==> src/rtl/gpr_pkg.sv <==
package gpr_pkg;

   // which write source a register accepts in a cycle
   typedef enum logic [2:0] {
      WSRC_NONE = 3'd0,
      WSRC_MOVE = 3'd1,
      WSRC_SP   = 3'd2,
      WSRC_EXT  = 3'd3,
      WSRC_INC  = 3'd4
   } wsrc_e;

endpackage

==> src/rtl/gpr_index_unit.sv <==
module gpr_index_unit #(
   parameter int DATA_W    = 16,
   parameter int BYTE_STEP = 1,
   parameter int WORD_STEP = 2
) (
   input  logic              ix_en,
   input  logic              ix_sel,
   input  logic              ix_inc,
   input  logic              ix_word,
   input  logic [DATA_W-1:0] base_lo,
   input  logic [DATA_W-1:0] base_hi,
   output logic [DATA_W-1:0] addr,
   output logic [DATA_W-1:0] inc_val,
   output logic [1:0]        inc_req
);

   localparam logic [DATA_W-1:0] STEP_B = DATA_W'(BYTE_STEP);
   localparam logic [DATA_W-1:0] STEP_W = DATA_W'(WORD_STEP);

   if (BYTE_STEP < 1 || WORD_STEP < 1) begin : g_bad_step
      $error("gpr_index_unit: steps must be positive");
   end

   logic [DATA_W-1:0] step;

   generate
      if (BYTE_STEP == WORD_STEP) begin : g_one_step
         assign step = STEP_B;
      end else begin : g_two_step
         assign step = ix_word ? STEP_W : STEP_B;
      end
   endgenerate

   always_comb begin
      addr    = ix_sel ? base_hi : base_lo;
      inc_val = addr + step;
      inc_req = 2'b00;
      if (ix_en && ix_inc) begin
         inc_req[ix_sel] = 1'b1;
      end
   end

endmodule

==> src/rtl/gpr_wr_ctrl.sv <==
module gpr_wr_ctrl
   import gpr_pkg::*;
#(
   parameter int DATA_W  = 16,
   parameter bit HAS_SP  = 1'b0,
   parameter bit HAS_INC = 1'b0
) (
   input  logic              mv_hit,
   input  logic [DATA_W-1:0] mv_val,
   input  logic              sp_hit,
   input  logic [DATA_W-1:0] sp_val,
   input  logic              ext_hit,
   input  logic [DATA_W-1:0] ext_val,
   input  logic              inc_hit,
   input  logic [DATA_W-1:0] inc_val,
   output logic              we,
   output logic [DATA_W-1:0] wd
);

   logic  sp_ok;
   logic  inc_ok;
   wsrc_e src;

   generate
      if (HAS_SP) begin : g_sp
         assign sp_ok = sp_hit;
      end else begin : g_no_sp
         assign sp_ok = 1'b0;
      end
      if (HAS_INC) begin : g_inc
         assign inc_ok = inc_hit;
      end else begin : g_no_inc
         assign inc_ok = 1'b0;
      end
   endgenerate

   // fixed priority: move, stack pointer, external, increment
   always_comb begin
      if (mv_hit)       src = WSRC_MOVE;
      else if (sp_ok)   src = WSRC_SP;
      else if (ext_hit) src = WSRC_EXT;
      else if (inc_ok)  src = WSRC_INC;
      else              src = WSRC_NONE;
   end

   always_comb begin
      we = (src != WSRC_NONE);
      unique case (src)
         WSRC_MOVE: wd = mv_val;
         WSRC_SP:   wd = sp_val;
         WSRC_EXT:  wd = ext_val;
         WSRC_INC:  wd = inc_val;
         default:   wd = '0;
      endcase
   end

endmodule

==> src/rtl/gpr_bank.sv <==
module gpr_bank #(
   parameter int DATA_W    = 16,
   parameter int NUM_REGS  = 4,
   parameter int BYTE_STEP = 1,
   parameter int WORD_STEP = 2
) (
   input  logic        clk,
   input  logic        rst,
   input  logic        mv_en,
   input  logic [1:0]  mv_src,
   input  logic [1:0]  mv_dst,
   output logic        mv_illegal,
   input  logic        ld_en,
   input  logic [1:0]  ld_sel,
   input  logic [15:0] ld_data,
   input  logic [1:0]  rd_sel,
   output logic [15:0] rd_data,
   input  logic        ix_en,
   input  logic        ix_sel,
   input  logic        ix_inc,
   input  logic        ix_word,
   output logic [15:0] ix_addr,
   input  logic [15:0] sp_in,
   input  logic        sp_load_r0,
   input  logic        r0_to_sp,
   output logic [15:0] sp_out,
   output logic        sp_we,
   input  logic        jmp_req,
   output logic [15:0] pc_target,
   output logic        pc_we
);

   localparam int SEL_W = $clog2(NUM_REGS);
   localparam int IX_LO = 2;
   localparam int IX_HI = 3;

   if (NUM_REGS != 4) begin : g_bad_regs
      $error("gpr_bank: port widths fix NUM_REGS at 4");
   end
   if (DATA_W != 16) begin : g_bad_width
      $error("gpr_bank: port widths fix DATA_W at 16");
   end

   logic [NUM_REGS-1:0][DATA_W-1:0] regs_q;
   logic [NUM_REGS-1:0][DATA_W-1:0] wd;
   logic [NUM_REGS-1:0]             we;

   logic              mv_ok;
   logic [DATA_W-1:0] mv_val;
   logic [DATA_W-1:0] inc_val;
   logic [1:0]        inc_req;
   logic [SEL_W-1:0]  ix_tgt;
   logic              tgt_over;

   assign mv_illegal = mv_en && (mv_src == mv_dst);
   assign mv_ok      = mv_en && (mv_src != mv_dst);
   assign mv_val     = regs_q[mv_src];
   assign rd_data    = regs_q[rd_sel];

   assign sp_out     = regs_q[0];
   assign sp_we      = r0_to_sp;
   assign pc_target  = regs_q[0];
   assign pc_we      = jmp_req;

   gpr_index_unit #(
      .DATA_W   (DATA_W),
      .BYTE_STEP(BYTE_STEP),
      .WORD_STEP(WORD_STEP)
   ) u_ix (
      .ix_en  (ix_en),
      .ix_sel (ix_sel),
      .ix_inc (ix_inc),
      .ix_word(ix_word),
      .base_lo(regs_q[IX_LO]),
      .base_hi(regs_q[IX_HI]),
      .addr   (ix_addr),
      .inc_val(inc_val),
      .inc_req(inc_req)
   );

   generate
      for (genvar g = 0; g < NUM_REGS; g++) begin : g_reg
         logic inc_hit;
         if (g == IX_LO) begin : g_lo
            assign inc_hit = inc_req[0];
         end else if (g == IX_HI) begin : g_hi
            assign inc_hit = inc_req[1];
         end else begin : g_none
            assign inc_hit = 1'b0;
         end

         gpr_wr_ctrl #(
            .DATA_W (DATA_W),
            .HAS_SP (g == 0),
            .HAS_INC(g == IX_LO || g == IX_HI)
         ) u_wr (
            .mv_hit (mv_ok && (mv_dst == SEL_W'(g))),
            .mv_val (mv_val),
            .sp_hit (sp_load_r0),
            .sp_val (sp_in),
            .ext_hit(ld_en && (ld_sel == SEL_W'(g))),
            .ext_val(ld_data),
            .inc_hit(inc_hit),
            .inc_val(inc_val),
            .we     (we[g]),
            .wd     (wd[g])
         );
      end
   endgenerate

   always_ff @(posedge clk) begin
      if (rst) begin
         regs_q <= '0;
      end else begin
         for (int i = 0; i < NUM_REGS; i++) begin
            if (we[i]) regs_q[i] <= wd[i];
         end
      end
   end

   // helpers for the checks below
   assign ix_tgt   = ix_sel ? SEL_W'(IX_HI) : SEL_W'(IX_LO);
   assign tgt_over = (mv_ok && mv_dst == ix_tgt) || (ld_en && ld_sel == ix_tgt);


   rst_clear_chk: assert property (@(posedge clk) rst |=> (regs_q == '0));


   move_copy_chk: assert property (@(posedge clk) disable iff (rst)
      mv_ok |=> regs_q[$past(mv_dst)] == $past(mv_val));


   illegal_hold_chk: assert property (@(posedge clk) disable iff (rst)
      (mv_illegal && !ld_en && !sp_load_r0 && !ix_en) |=> $stable(regs_q));


   postinc_chk: assert property (@(posedge clk) disable iff (rst)
      (ix_en && ix_inc && !tgt_over) |=> regs_q[$past(ix_tgt)] == $past(ix_addr) + (($past(ix_word) && WORD_STEP != BYTE_STEP) ? DATA_W'(WORD_STEP) : DATA_W'(BYTE_STEP)));


   sp_load_chk: assert property (@(posedge clk) disable iff (rst)
      (sp_load_r0 && !(mv_ok && mv_dst == '0)) |=> regs_q[0] == $past(sp_in));

endmodule

==> config.mk <==
export PLATFORM = sky130hd
export DESIGN_NAME = gpr_bank
export DESIGN_NICKNAME = d
export VERILOG_FILES = /design/src/rtl/gpr_pkg.sv /design/src/rtl/gpr_index_unit.sv /design/src/rtl/gpr_wr_ctrl.sv /design/src/rtl/gpr_bank.sv
export SDC_FILE = /design/constraint.sdc
export NUM_CORES = 1
export LEC_CHECK = 0
export BUFFER_PORTS_ARGS = -buffer_cell sky130_fd_sc_hd__buf_4
export CAP_MARGIN = 20
export CORE_ASPECT_RATIO = 0.8
export CORE_UTILIZATION = 52
export CTS_CLUSTER_DIAMETER = 200
export DETAILED_ROUTE_END_ITERATION = 8
export PLACE_DENSITY_LB_ADDON = 0.08
export SYNTH_ARGS = -nofsm -noshare
export SYNTH_HDL_FRONTEND = slang
export SYNTH_SLANG_ARGS = --single-unit
==> constraint.sdc <==
create_clock -name clk -period 5 [get_ports clk]
set_input_delay 1 -clock clk [delete_from_list [all_inputs] [get_ports clk]]
set_output_delay 1 -clock clk [all_outputs]
set_load 0.05 [all_outputs]
==> out/results.tsv <==
stage	metric	value	unit
critical_path	crit_path_end_kind	output pin	
cts	cts_resized	0	
cts	insertion_delay	0.34	ns
route	ant_nets	0	
power_and_ir_drop	p_leak	2.29	nW
synthesis	async_flop_share	0	%
critical_path	crit_fanout	32	
cells_and_area	fin_area	5640	um^2
sta	slew_headroom	34.0	%
route	drc	0	
cts	cts_hold_buf	0	
route	top_layer	met4	
die	fp.dieW	110	um
sta	hold_violations	0	
power_and_ir_drop	power.share.clock	32.2	%
cts	numCtsBuffers	9	
die	start_util	53.5	%
cells_and_area	final_cells	692	
cts	cts_setup_buffers	0	
synthesis	synthesis.nets	577	
sta	fmax	315	MHz
global_route	grt_pass1_vias	4362	
placed_design	dpl-instance-area	5390	um^2
synthesis	yosys_warnings	0	
route	wl_per_cell	23.0	um
cts	worst_setup_hold_path_clk_slew	0.06	ns
critical_path	worstPathArrival	2.18	ns
placed_design	dp.cells	677	
sta	period_needed	3.18	ns
die	io_pins	118	
placed_design	gp_congestion	0.876	
cts	root_buffer	clkbuf_16	
synthesis	synth_area	4830	um^2
outcome	run_status	finished, final reports clean	
global_route	grt_pass1_wl	24400	um
global_route	grt_max_degree	62	
synthesis	ys_ff_latch	64	
cts	cts_tree	built	
route	dr_wl_met3	1550	um
power_and_ir_drop	peakVddDrop	259	uV
route	drt-initial-drc-count	444	
sta	fin_tns_setup	0	ns
power_and_ir_drop	power.internal	1.09	mW
die	die-area	9690	um^2
placed_design	place_ws	1.56	ns
synthesis	synthFlopType	dfxtp_1	
die	core	9040	um^2
sta	fin_ws	1.82	ns
synthesis	synthesis.instances	523	
sta	period_share	63.6	%
sta	drv_slew	0	
cts	clock-sinks	64	
sta	tightest_slew	0.987	ns
synthesis	synth_edf_count	0	
placed_design	dpl.hpwl	10500	um
cells_and_area	syn2layout_area_growth	16.6	%
route	wirelength	15900	um
route	first_pass_iters	5	
route	num_vias	4793	
global_route	antenna_found_initial	0	
synthesis	yosysSeqAreaShare	26.5	%
critical_path	cp.required	4.00	ns
power_and_ir_drop	seqPwrFrac	34.6	%
power_and_ir_drop	p_sw_share	36.9	%
hold_path	hp-class	flop to flop	
cells_and_area	num_antenna_cells	0	
cells_and_area	nets	627	
global_route	grt-ovfl-total	0	
cts	htreeDepth	3	
cts	clock_path_buffers	2	
critical_path	path_class	input port to output pin	
placed_design	portBuffers	113	
synthesis	yosysUniqueCellTypes	57	
job	drv_cap	0	
route	wl_met2	7150	um
power_and_ir_drop	pwr_density_cell	308	nW/um^2
cells_and_area	utilization	62.4	%
synthesis	syn_area_per_cell	9.24	um^2
die	num_rows	31	
global_route	grt_usage	34.2	%
sta	setup_viol	0	
die	die_y	88.2	um
sta	clock_skew	0.00826	ns
cells_and_area	drive_above_1_share	31.2	%
sta	rsz0062_at_grt	no	
route	wl_met1	6900	um
critical_path	worstSetupStartpointType	input port	
power_and_ir_drop	p_sw	641	uW
power_and_ir_drop	pwr-share-comb	33.2	%
route	viasPerCell	6.93	
stage by stage:
| step | hold slack, ns | total power, mW |
|---|---|---|
| CTS | 0.554 | 1.74 |
| detailed placement | 0.549 | 1.18 |
| finish | 0.562 | 1.74 |
| global placement | 0.549 | 1.17 |
| global route | 0.588 | 1.80 |
| floorplan | 0.501 | 1.04 |
registers in the layout, indices dropped and copies added (netlist names):
register and count:
pc_target 16, regs_q 48
synthesized netlist by cell type, drive strengths merged (3+ instances only):
cell | number | area (um^2)
dfxtp | 64 | 1280
buf | 49 | 348
nor2 | 48 | 180
a211oi | 41 | 325
o22ai | 38 | 238
mux4 | 32 | 724
clkbuf | 29 | 140
mux2i | 24 | 244
nand2 | 23 | 88.8
nand3 | 22 | 110
a21oi | 15 | 75.1
o21ai | 14 | 70.1
mux2 | 12 | 135
nor3 | 9 | 45.0
a221oi | 8 | 70.1
inv | 8 | 30.0
nand3b | 8 | 60.1
xor2 | 8 | 70.1
nand4 | 7 | 50.1
or3 | 7 | 43.8
a221o | 6 | 60.1
o32ai | 6 | 52.6
xnor2 | 6 | 52.6
a311oi | 5 | 43.8
o211ai | 5 | 37.5
and3 | 3 | 18.8
nor4 | 3 | 18.8
kinds of logic after synthesis:
group | count (synthesis) | share of synthesized area, %
XOR/XNOR | 14 | 2.54
AND/OR/NAND/NOR | 138 | 14.1
multiplexers | 68 | 22.8
flip-flops | 64 | 26.5
buffers and inverters | 87 | 10.8
AO/OA/AOI/OAI | 149 | 22.3
adder cells (fa/ha/maj) | 3 | 0.932
final timing paths:
path	start	endpoint	slack, ns	cells after the start
worst max-delay path	ix_sel	ix_addr[2]	1.82	4
worst min-delay path	regs_q[55]	regs_q[55]	0.56	2
worst max register to register	regs_q[32]	regs_q[38]	2.60	8
worst min register to register	regs_q[55]	regs_q[55]	0.56	2
layout by cell type, fill, tap and decap left out, types with 3 or more instances in the layout:
| master | Yosys | final |
|---|---|---|
| nand4_1 | 6 | 6 |
| xnor2_1 | 6 | 6 |
| a221o_1 | 6 | 6 |
| nand3b_1 | 8 | 8 |
| nor2_1 | 48 | 48 |
| mux2_2 | 12 | 12 |
| mux2i_1 | 23 | 23 |
| inv_1 | 8 | 8 |
| and3_1 | 3 | 3 |
| o32ai_1 | 6 | 6 |
| buf_4 | 35 | 117 |
| o211ai_1 | 5 | 5 |
| or3_1 | 7 | 7 |
| nor4_1 | 3 | 3 |
| clkbuf_1 | 25 | 5 |
| a211oi_1 | 39 | 39 |
| nand3_1 | 22 | 22 |
| clkbuf_16 | 0 | 9 |
| nand2_1 | 22 | 22 |
| a311oi_1 | 5 | 5 |
| o22ai_1 | 38 | 38 |
| xor2_1 | 8 | 8 |
| a21oi_1 | 15 | 15 |
| mux4_2 | 31 | 31 |
| o21ai_0 | 13 | 13 |
| a221oi_1 | 8 | 8 |
| dfxtp_1 | 64 | 64 |
| nor3_1 | 9 | 8 |
metal layers:
metal | global-route usage (%) | up-vias
li1 | - | 2120
met1 | 48.8 | 2352
met2 | 50.7 | 287
met3 | 8.03 | 34
met4 | 12.1 | 0
met5 | 0 | -
power groups by stage:
stage / Combinational (mW) / Clock, mW / Sequential, mW
final: 0.576 / 0.559 / 0.601
after global routing: 0.608 / 0.586 / 0.607
after CTS: 0.573 / 0.564 / 0.598
after detailed placement: 0.571 / 0 / 0.609
after global placement: 0.566 / 0 / 0.606
after floorplan: 0.445 / 0 / 0.591
worst max-delay path, cell delays in order:
cell and delay (ns):
buf_4 0.32, mux2i_2 0.48, inv_1 0.15, buf_4 0.22
cell type report:
type	instances	area, um^2
Multi-Input combinational cell	372	3050
Tap cell	115	144
Fill cell	768	3400
Sequential cell	64	1280
Clock inverter	1	5.00
Inverter	9	33.8
Clock buffer	14	244
Timing Repair Buffer	117	878
Power figures use the tool's default switching activity.
